==> config.mk <==
export PLATFORM = sky130hd
export DESIGN_NAME = cmp_hit_shaper
export DESIGN_NICKNAME = d
export VERILOG_FILES = /design/src/rtl/hitshp_pkg.sv /design/src/rtl/hitshp_sync.sv /design/src/rtl/hitshp_cell.sv /design/src/rtl/cmp_hit_shaper.sv
export SDC_FILE = /design/constraint.sdc
export NUM_CORES = 1
export LEC_CHECK = 0
export ABC_AREA = 1
export BUFFER_PORTS_ARGS = -buffer_cell sky130_fd_sc_hd__clkbuf_2
export CAP_MARGIN = 20
export CORE_ASPECT_RATIO = 0.5
export CORE_MARGIN = 2
export CORE_UTILIZATION = 35
export CTS_CLUSTER_DIAMETER = 200
export CTS_CLUSTER_SIZE = 20
export DETAILED_ROUTE_END_ITERATION = 12
export SLEW_MARGIN = 40
export SYNTH_ARGS = -nofsm -noshare
export SYNTH_HDL_FRONTEND = slang
export SYNTH_SLANG_ARGS = --single-unit
==> constraint.sdc <==
create_clock -name clk_i -period 0.8 [get_ports clk_i]
set_input_delay 0.12 -clock clk_i [delete_from_list [all_inputs] [get_ports clk_i]]
set_output_delay 0.12 -clock clk_i [all_outputs]
set_load 0.02 [all_outputs]
==> src/rtl/hitshp_pkg.sv <==
package hitshp_pkg;

   // Shaping behaviour selected when shaping is enabled
   typedef enum logic {
      SHAPE_SINGLE   = 1'b0,
      SHAPE_VARIABLE = 1'b1
   } shape_mode_e;

   // Minimum synchroniser depth accepted by the library
   localparam int unsigned MIN_SYNC_STAGES = 2;

endpackage

==> src/rtl/hitshp_sync.sv <==
module hitshp_sync #(
   parameter int unsigned WIDTH  = 128,
   parameter int unsigned STAGES = 2
) (
   input  logic             clk_i,
   input  logic             rst_ni,
   input  logic [WIDTH-1:0] d_i,
   output logic [WIDTH-1:0] q_o
);
   import hitshp_pkg::*;

   localparam int unsigned LAST = STAGES - 1;

   generate
      if (STAGES < MIN_SYNC_STAGES) begin : g_bad_depth
         $error("hitshp_sync: STAGES below minimum depth");
      end
      if (WIDTH < 1) begin : g_bad_width
         $error("hitshp_sync: WIDTH must be at least 1");
      end
   endgenerate

   logic [WIDTH-1:0] stg_q [STAGES];

   generate
      for (genvar k = 0; k < STAGES; k++) begin : g_stage
         if (k == 0) begin : g_first
            always_ff @(posedge clk_i or negedge rst_ni) begin
               if (!rst_ni) stg_q[k] <= '0;
               else         stg_q[k] <= d_i;
            end
         end else begin : g_next
            always_ff @(posedge clk_i or negedge rst_ni) begin
               if (!rst_ni) stg_q[k] <= '0;
               else         stg_q[k] <= stg_q[k-1];
            end
         end
      end
   endgenerate

   assign q_o = stg_q[LAST];

endmodule

==> src/rtl/hitshp_cell.sv <==
module hitshp_cell
   import hitshp_pkg::*;
(
   input  logic        clk_i,
   input  logic        rst_ni,
   input  logic        lvl_i,
   input  logic        en_i,
   input  shape_mode_e mode_i,
   output logic        hit_o
);

   logic prev_q;
   logic hit_q;
   logic hit_d;

   // Shaping selection: bypass, one-slice edge, or level follower
   always_comb begin
      if (!en_i)                      hit_d = lvl_i;
      else if (mode_i == SHAPE_SINGLE) hit_d = lvl_i & ~prev_q;
      else                             hit_d = lvl_i;
   end

   always_ff @(posedge clk_i or negedge rst_ni) begin
      if (!rst_ni) begin
         prev_q <= 1'b0;
         hit_q  <= 1'b0;
      end else begin
         prev_q <= lvl_i;
         hit_q  <= hit_d;
      end
   end

   assign hit_o = hit_q;

   // two back-to-back single-mode hits cannot occur
   p_single_slice_r3: assert property (@(posedge clk_i) disable iff (!rst_ni)
      (hit_q && $past(en_i) && ($past(mode_i) == SHAPE_SINGLE)
             && $past(en_i, 2) && ($past(mode_i, 2) == SHAPE_SINGLE))
      |-> !$past(hit_q));

   // a single-mode hit needs the level low one cycle before it rose
   p_rearm_r4: assert property (@(posedge clk_i) disable iff (!rst_ni)
      (hit_q && $past(en_i) && ($past(mode_i) == SHAPE_SINGLE))
      |-> ($past(lvl_i) && !$past(lvl_i, 2)));

   // variable mode holds the hit while the level is high
   p_follow_r5: assert property (@(posedge clk_i) disable iff (!rst_ni)
      ($past(en_i) && ($past(mode_i) == SHAPE_VARIABLE) && $past(lvl_i))
      |-> hit_q);

   // bypass passes the synchronised level one cycle later
   p_bypass_r6: assert property (@(posedge clk_i) disable iff (!rst_ni)
      !$past(en_i) |-> (hit_q == $past(lvl_i)));

endmodule

==> src/rtl/cmp_hit_shaper.sv <==
module cmp_hit_shaper
   import hitshp_pkg::*;
#(
   parameter int unsigned N_CH        = 128,
   parameter int unsigned SYNC_STAGES = 2
) (
   input  logic            clk_i,
   input  logic            rst_ni,
   input  logic [N_CH-1:0] cmp_i,
   input  logic            shape_en_i,
   input  logic            mode_var_i,
   output logic [N_CH-1:0] hit_o
);

   // Input-to-output latency in rising edges (documented, R2)
   localparam int unsigned LATENCY = SYNC_STAGES + 1;

   generate
      if (N_CH < 1) begin : g_bad_nch
         $error("cmp_hit_shaper: N_CH must be at least 1");
      end
      if (LATENCY < MIN_SYNC_STAGES + 1) begin : g_bad_lat
         $error("cmp_hit_shaper: SYNC_STAGES below minimum (R8)");
      end
   endgenerate

   logic [N_CH-1:0] lvl_s;
   shape_mode_e     mode_s;

   assign mode_s = shape_mode_e'(mode_var_i);

   hitshp_sync #(
      .WIDTH  (N_CH),
      .STAGES (SYNC_STAGES)
   ) u_sync (
      .clk_i  (clk_i),
      .rst_ni (rst_ni),
      .d_i    (cmp_i),
      .q_o    (lvl_s)
   );

   // one independent shaping cell per channel
   generate
      for (genvar c = 0; c < N_CH; c++) begin : g_ch
         hitshp_cell u_cell (
            .clk_i  (clk_i),
            .rst_ni (rst_ni),
            .lvl_i  (lvl_s[c]),
            .en_i   (shape_en_i),
            .mode_i (mode_s),
            .hit_o  (hit_o[c])
         );
      end
   endgenerate

   // outputs are cleared whenever reset is held
   p_reset_clear_r1: assert property (@(posedge clk_i)
      !rst_ni |-> (hit_o == '0));

endmodule

=== Yosys cells after proc, flatten, opt, wreduce, memory -nomap -nowiden ===
Index checks and enable logic that the tools add are counted.

* Bitwise gates (word level): 256
* Multiplexer cells: 256

{| class="wikitable"
|+ Operators with widths
! cell !! number
|-
| $mux 1 || 256
|-
| $and 1x1->1 || 128
|-
| $not 1->1 || 128
|}

* Flip-flop bits (word level): 512
* Logic and storage cells: 770
* Output and inout bits: 128
* Input bits: 132

=== Depth between registers and ports, before layout ===
* Depth after elaboration: 4
* Mapped depth: 6
* Depth with buffers taken out: 4

=== Hierarchy ===
Synthesis repeated with hierarchy kept, for this count alone.

* Cells, all modules: 1,152
* Area, all modules: 15,695.1 µm²

{| class="wikitable"
|+ By module, submodules not included
! module !! area an instance (µm²) !! cells each !! seq. area each (µm²) !! times used
|-
| hitshp_cell || 65.1 || 6 || 50.0 || 128
|-
| hitshp_sync || 7,367.1 || 384 || 6,406.1 || 1
|}

=== Least setup slack after synthesis ===
Ideal clock, no wire load.

* Path type: input port to flip-flop
* Start point: input port mode_var_i
* End point: register g_ch[0].u_cell.hit_q
* Buffers on the path: 2
* Cell stages on the path: 6
* Library setup time: 0.113 ns
* Arrival: 0.572 ns
* Setup slack: 0.115 ns
* Required time: 0.687 ns
* Path through: inv_2 > buf_6 > buf_6 > nand3_1 > nand2_1 > inv_1

* Longest elaborated chain between the ends: 2

{| class="wikitable"
|+ RTL lines
! element !! RTL line !! RTL
|-
| start, declared || cmp_hit_shaper.sv:11 || <nowiki>input logic mode_var_i,</nowiki>
|-
| $mux 1 || hitshp_cell.sv:19 || <nowiki>else if (mode_i == SHAPE_SINGLE) hit_d = lvl_i & ~prev_q;</nowiki>
|-
| $mux 1 || hitshp_cell.sv:18 || <nowiki>if (!en_i) hit_d = lvl_i;</nowiki>
|-
| net g_ch[0].u_cell.hit_d || hitshp_cell.sv:14 || <nowiki>logic hit_d;</nowiki>
|-
| end signal, assigned || hitshp_cell.sv:29 || <nowiki>hit_q <= hit_d;</nowiki>
|-
| end, declared || hitshp_cell.sv:13 || <nowiki>logic hit_q;</nowiki>
|}

The timed path passes the listed nets, and every way through them passes these cells.

=== Worst setup path after layout ===
* Start point: register g_ch[74].u_cell.hit_q
* End point: output port hit_o[74]

{| class="wikitable"
|+ RTL lines
! element !! RTL line !! RTL
|-
| start, declared || hitshp_cell.sv:13 ||
|-
| start signal, assigned || hitshp_cell.sv:29 ||
|-
| end, declared || cmp_hit_shaper.sv:12 || <nowiki>output logic [N_CH-1:0] hit_o</nowiki>
|}

No word-level cell between the ends.

==> summary.txt <==
Synthesis
  • Share of the synthesized area in the top cell type: 81.7%
  • Largest cells by area after synthesis: dfrtp_1, buf_4, nand3_1
  • Synthesized area per cell: 14.9 µm²
  • Top FF cell, synth: dfrtp_1
  • Async set or reset register ratio after synthesis: 100%
  • Commonest cells in the synthesized netlist: dfrtp_1, buf_4, inv_1, nand2_1, nand3_1
  • Synth Warn #: 0
  • Yosys top cell by area: dfrtp_1
  • Post-Syn Area: 15700 µm²
  • EDFF count, synth: 0
  • Synth cell types: 7
  • Most common cell in the netlist: dfrtp_1
  • Synth Instances: 1053
  • Syn Nets: 1185
  • Synthesized flop and latch total: 512
  • Sequential area share after synthesis: 81.7%

Timing
  • Max_slew headroom: 78.3%
  • Max-slew violations: 0
  • Hold Fails Final Rpt: 0
  • Worst hold slack: 0.109 ns
  • Setup TNS: -53.07 ns
  • Period minus WS final: 1.26 ns
  • Final Cycle Share: 158%
  • RSZ-0062 raised after global routing: yes
  • Fmax: 794 MHz
  • Final setup margin: -0.460 ns
  • Final setup violation count: 128
  • Worst-Margin Slew: 0.326 ns
  • Clk_skew: 0.0167 ns

Pwr
  • Combinational power share: 8.7%
  • Pwr Density: 2300 nW/µm²
  • Internal: 35.7 mW
  • Switching pwr: 10.4 mW
  • Switching part of the total power: 22.5%
  • Lkg Pwr: 9.92 nW
  • Sequential share of power: 60.5%
  • Total power: 46.0 mW
  • Peak supply drop: 0.00128 V
  • Clock share of power: 30.8%

Detailed routing
  • Met2 WL: 17.3 mm
  • Met3 wire len: 798 µm
  • DRC Markers: 0
  • WL/cell: 15.4 µm
  • Vias/cell: 4.12
  • DR pass1 iterations: 4
  • Drt total wl: 29.9 mm
  • Initial DRC Count: 411
  • Vias: 8018
  • Antenna viol nets, final: 0
  • DRT met1 WL: 10.8 mm
  • Max layer used: met4

Floorplan
  • Die Area: 46600 µm²
  • Die height: 154 µm
  • Site Rows: 54
  • Initial core utilization: 35.7%
  • Die width: 303 µm
  • Core area: 43900 µm²
  • Top Ports: 260

Worst setup path
  • Cell family with most CP delay: flip-flops
  • Crit path from: g_ch[74].u_cell.hit_o
  • CP endpoint kind: output port
  • Worst Path Max Fanout: 1
  • CP required: 0.68 ns
  • CP arrival: 1.14 ns
  • CP Launch Type: register
  • Crit Reg-Reg Endpoint: g_ch[81].u_cell.hit_o
  • Slowest cell on crit path: dfrtp_1
  • Reg2Reg Depth: 3
  • Critical path class: reg -> out
  • Worst path depth: 1
  • RR Startpoint: g_ch[81].u_cell.prev_q
  • CP bufs+invs: 1
  • CP Cell Sequence: buf_6
  • Largest stage delay, worst path: 0.42 ns
  • Reg2Reg Setup Slack: 0.13 ns

Placed design
  • Pre-CTS setup slack: -0.176 ns
  • Gpl congestion: 0.815
  • PortBufs: 259
  • Detail Placement HPWL: 19.8 mm
  • Placed Area: 17000 µm²

Clock network
  • Clock latency on the worst-skew pair: 0.57 ns
  • CTS tree: yes
  • CTS H-tree depth: 1
  • CTS sink cnt: 512
  • Clk root buf: clkbuf_16
  • Worst-case clock buffer depth: 3
  • Clk slew on worst S/H paths: 0.08 ns
  • Num CTS Buffers: 29

GRT
  • Antenna violations before repair: 1
  • Largest net degree at the start of global routing: 61
  • Vias in the first global route: 8903
  • Tot GR Track Use: 12.9%
  • Overflow after GRT: 0
  • First-pass GRT wire length: 47.3 mm

Worst hold path
  • Hold Path Class: in -> reg
  • Hold Path Origin: shape_en_i
  • Hold path depth: 5
  • Worst Hold Endpoint: g_ch[127].u_cell.hit_o

Status
  • Status: finished with violations
  • Violated checks: setup timing

Finish
  • Layout Nets: 1487
  • Synth-to-layout area growth: 27.4%
  • Post-route cell area: 20000 µm²
  • Fillcell total: 3754
  • Reg area: 12800 µm²
  • Multi-input gate area: 1120 µm²
  • Fraction of layout instances using a drive strength above 1: 24.3%

Job
  • Max Cap Viol: 0
-- registers in the layout (all words and copies together), names as in the netlist --
register            count
g_ch.u_cell.hit_o     128
g_ch.u_cell.prev_q    128
u_sync.q_o            128
u_sync.stg_q          128
-- how the worst max path moves through the flow --
| stage | to | slack, ns |
|---|---|---|
| after detailed placement | g_ch[23].u_cell.hit_o | -0.18 |
| after global routing | hit_o[106] | -0.52 |
| final | hit_o[74] | -0.46 |
| after global placement | g_ch[72].u_cell.hit_o | -0.15 |
| after floorplan | g_ch[0].u_cell.hit_o | 0.11 |
| after CTS | hit_o[104] | -0.52 |
-- placed cells by master (no fill, tap or decap) --
cell type,count
buf_12,21
buf_4,18
buf_6,94
buf_8,26
clkbuf_16,29
clkbuf_2,129
clkbuf_8,9
dfrtp_1,512
diode_2,1
dlygate4sd3_1,130
inv_1,128
inv_4,1
inv_6,2
nand2_1,128
nand3_1,128
-- repair_timing --
action | CTS | global route
endpoints found under the hold margin | 641 | 0
buffers inserted | 0 | 0
hold buffers | 130 | 0
endpoints found under the setup margin | 128 | 128
gates resized for setup | 68 | 307
-- stage by stage --
step	util, %	instances
finish	45.5	1944
global placement	38.7	1782
floorplan	-	1053
global route	45.5	1944
CTS	44.1	1943
detailed placement	38.7	1782
-- logic make-up after synthesis --
kind of cell	after synthesis	synth area share [%]
and+or+nand+nor	256	7.15
DFF	512	81.7
buffers and inverters	285	11.2
-- routing by layer --
| layer | global-route usage (%) | vias up |
|---|---|---|
| li1 | - | 3643 |
| met5 | 0 | - |
| met4 | 4.97 | 0 |
| met1 | 14.3 | 4197 |
| met3 | 2.09 | 69 |
| met2 | 24.6 | 109 |
-- cell type report --
class / count / share of cell area (%)
Antenna cell: 1 / 0.0125
Clock buffer: 29 / 3.63
Clock inverter: 2 / 0.0877
Inverter: 129 / 2.44
Multi-Input combinational cell: 256 / 5.61
Sequential cell: 512 / 64.1
Tap cell: 588 / 3.68
Timing Repair Buffer: 427 / 20.4
-- worst min-delay path: stages --
cell and delay [ns]:
buf_4 0.18, buf_4 0.18, nand3_1 0.08, nand2_1 0.05
inv_1 0.04
-- power groups by stage --
stage | logic [mW] | registers, mW | clock network (mW)
final | 3.99 | 27.9 | 14.2
after detailed placement | 2.94 | 28.3 | 0
after floorplan | 1.85 | 28.1 | 0
after CTS | 3.65 | 27.8 | 14.7
after global routing | 4.33 | 28.0 | 15.8
after global placement | 2.88 | 28.2 | 0
(Power assumes the default switching activity.)
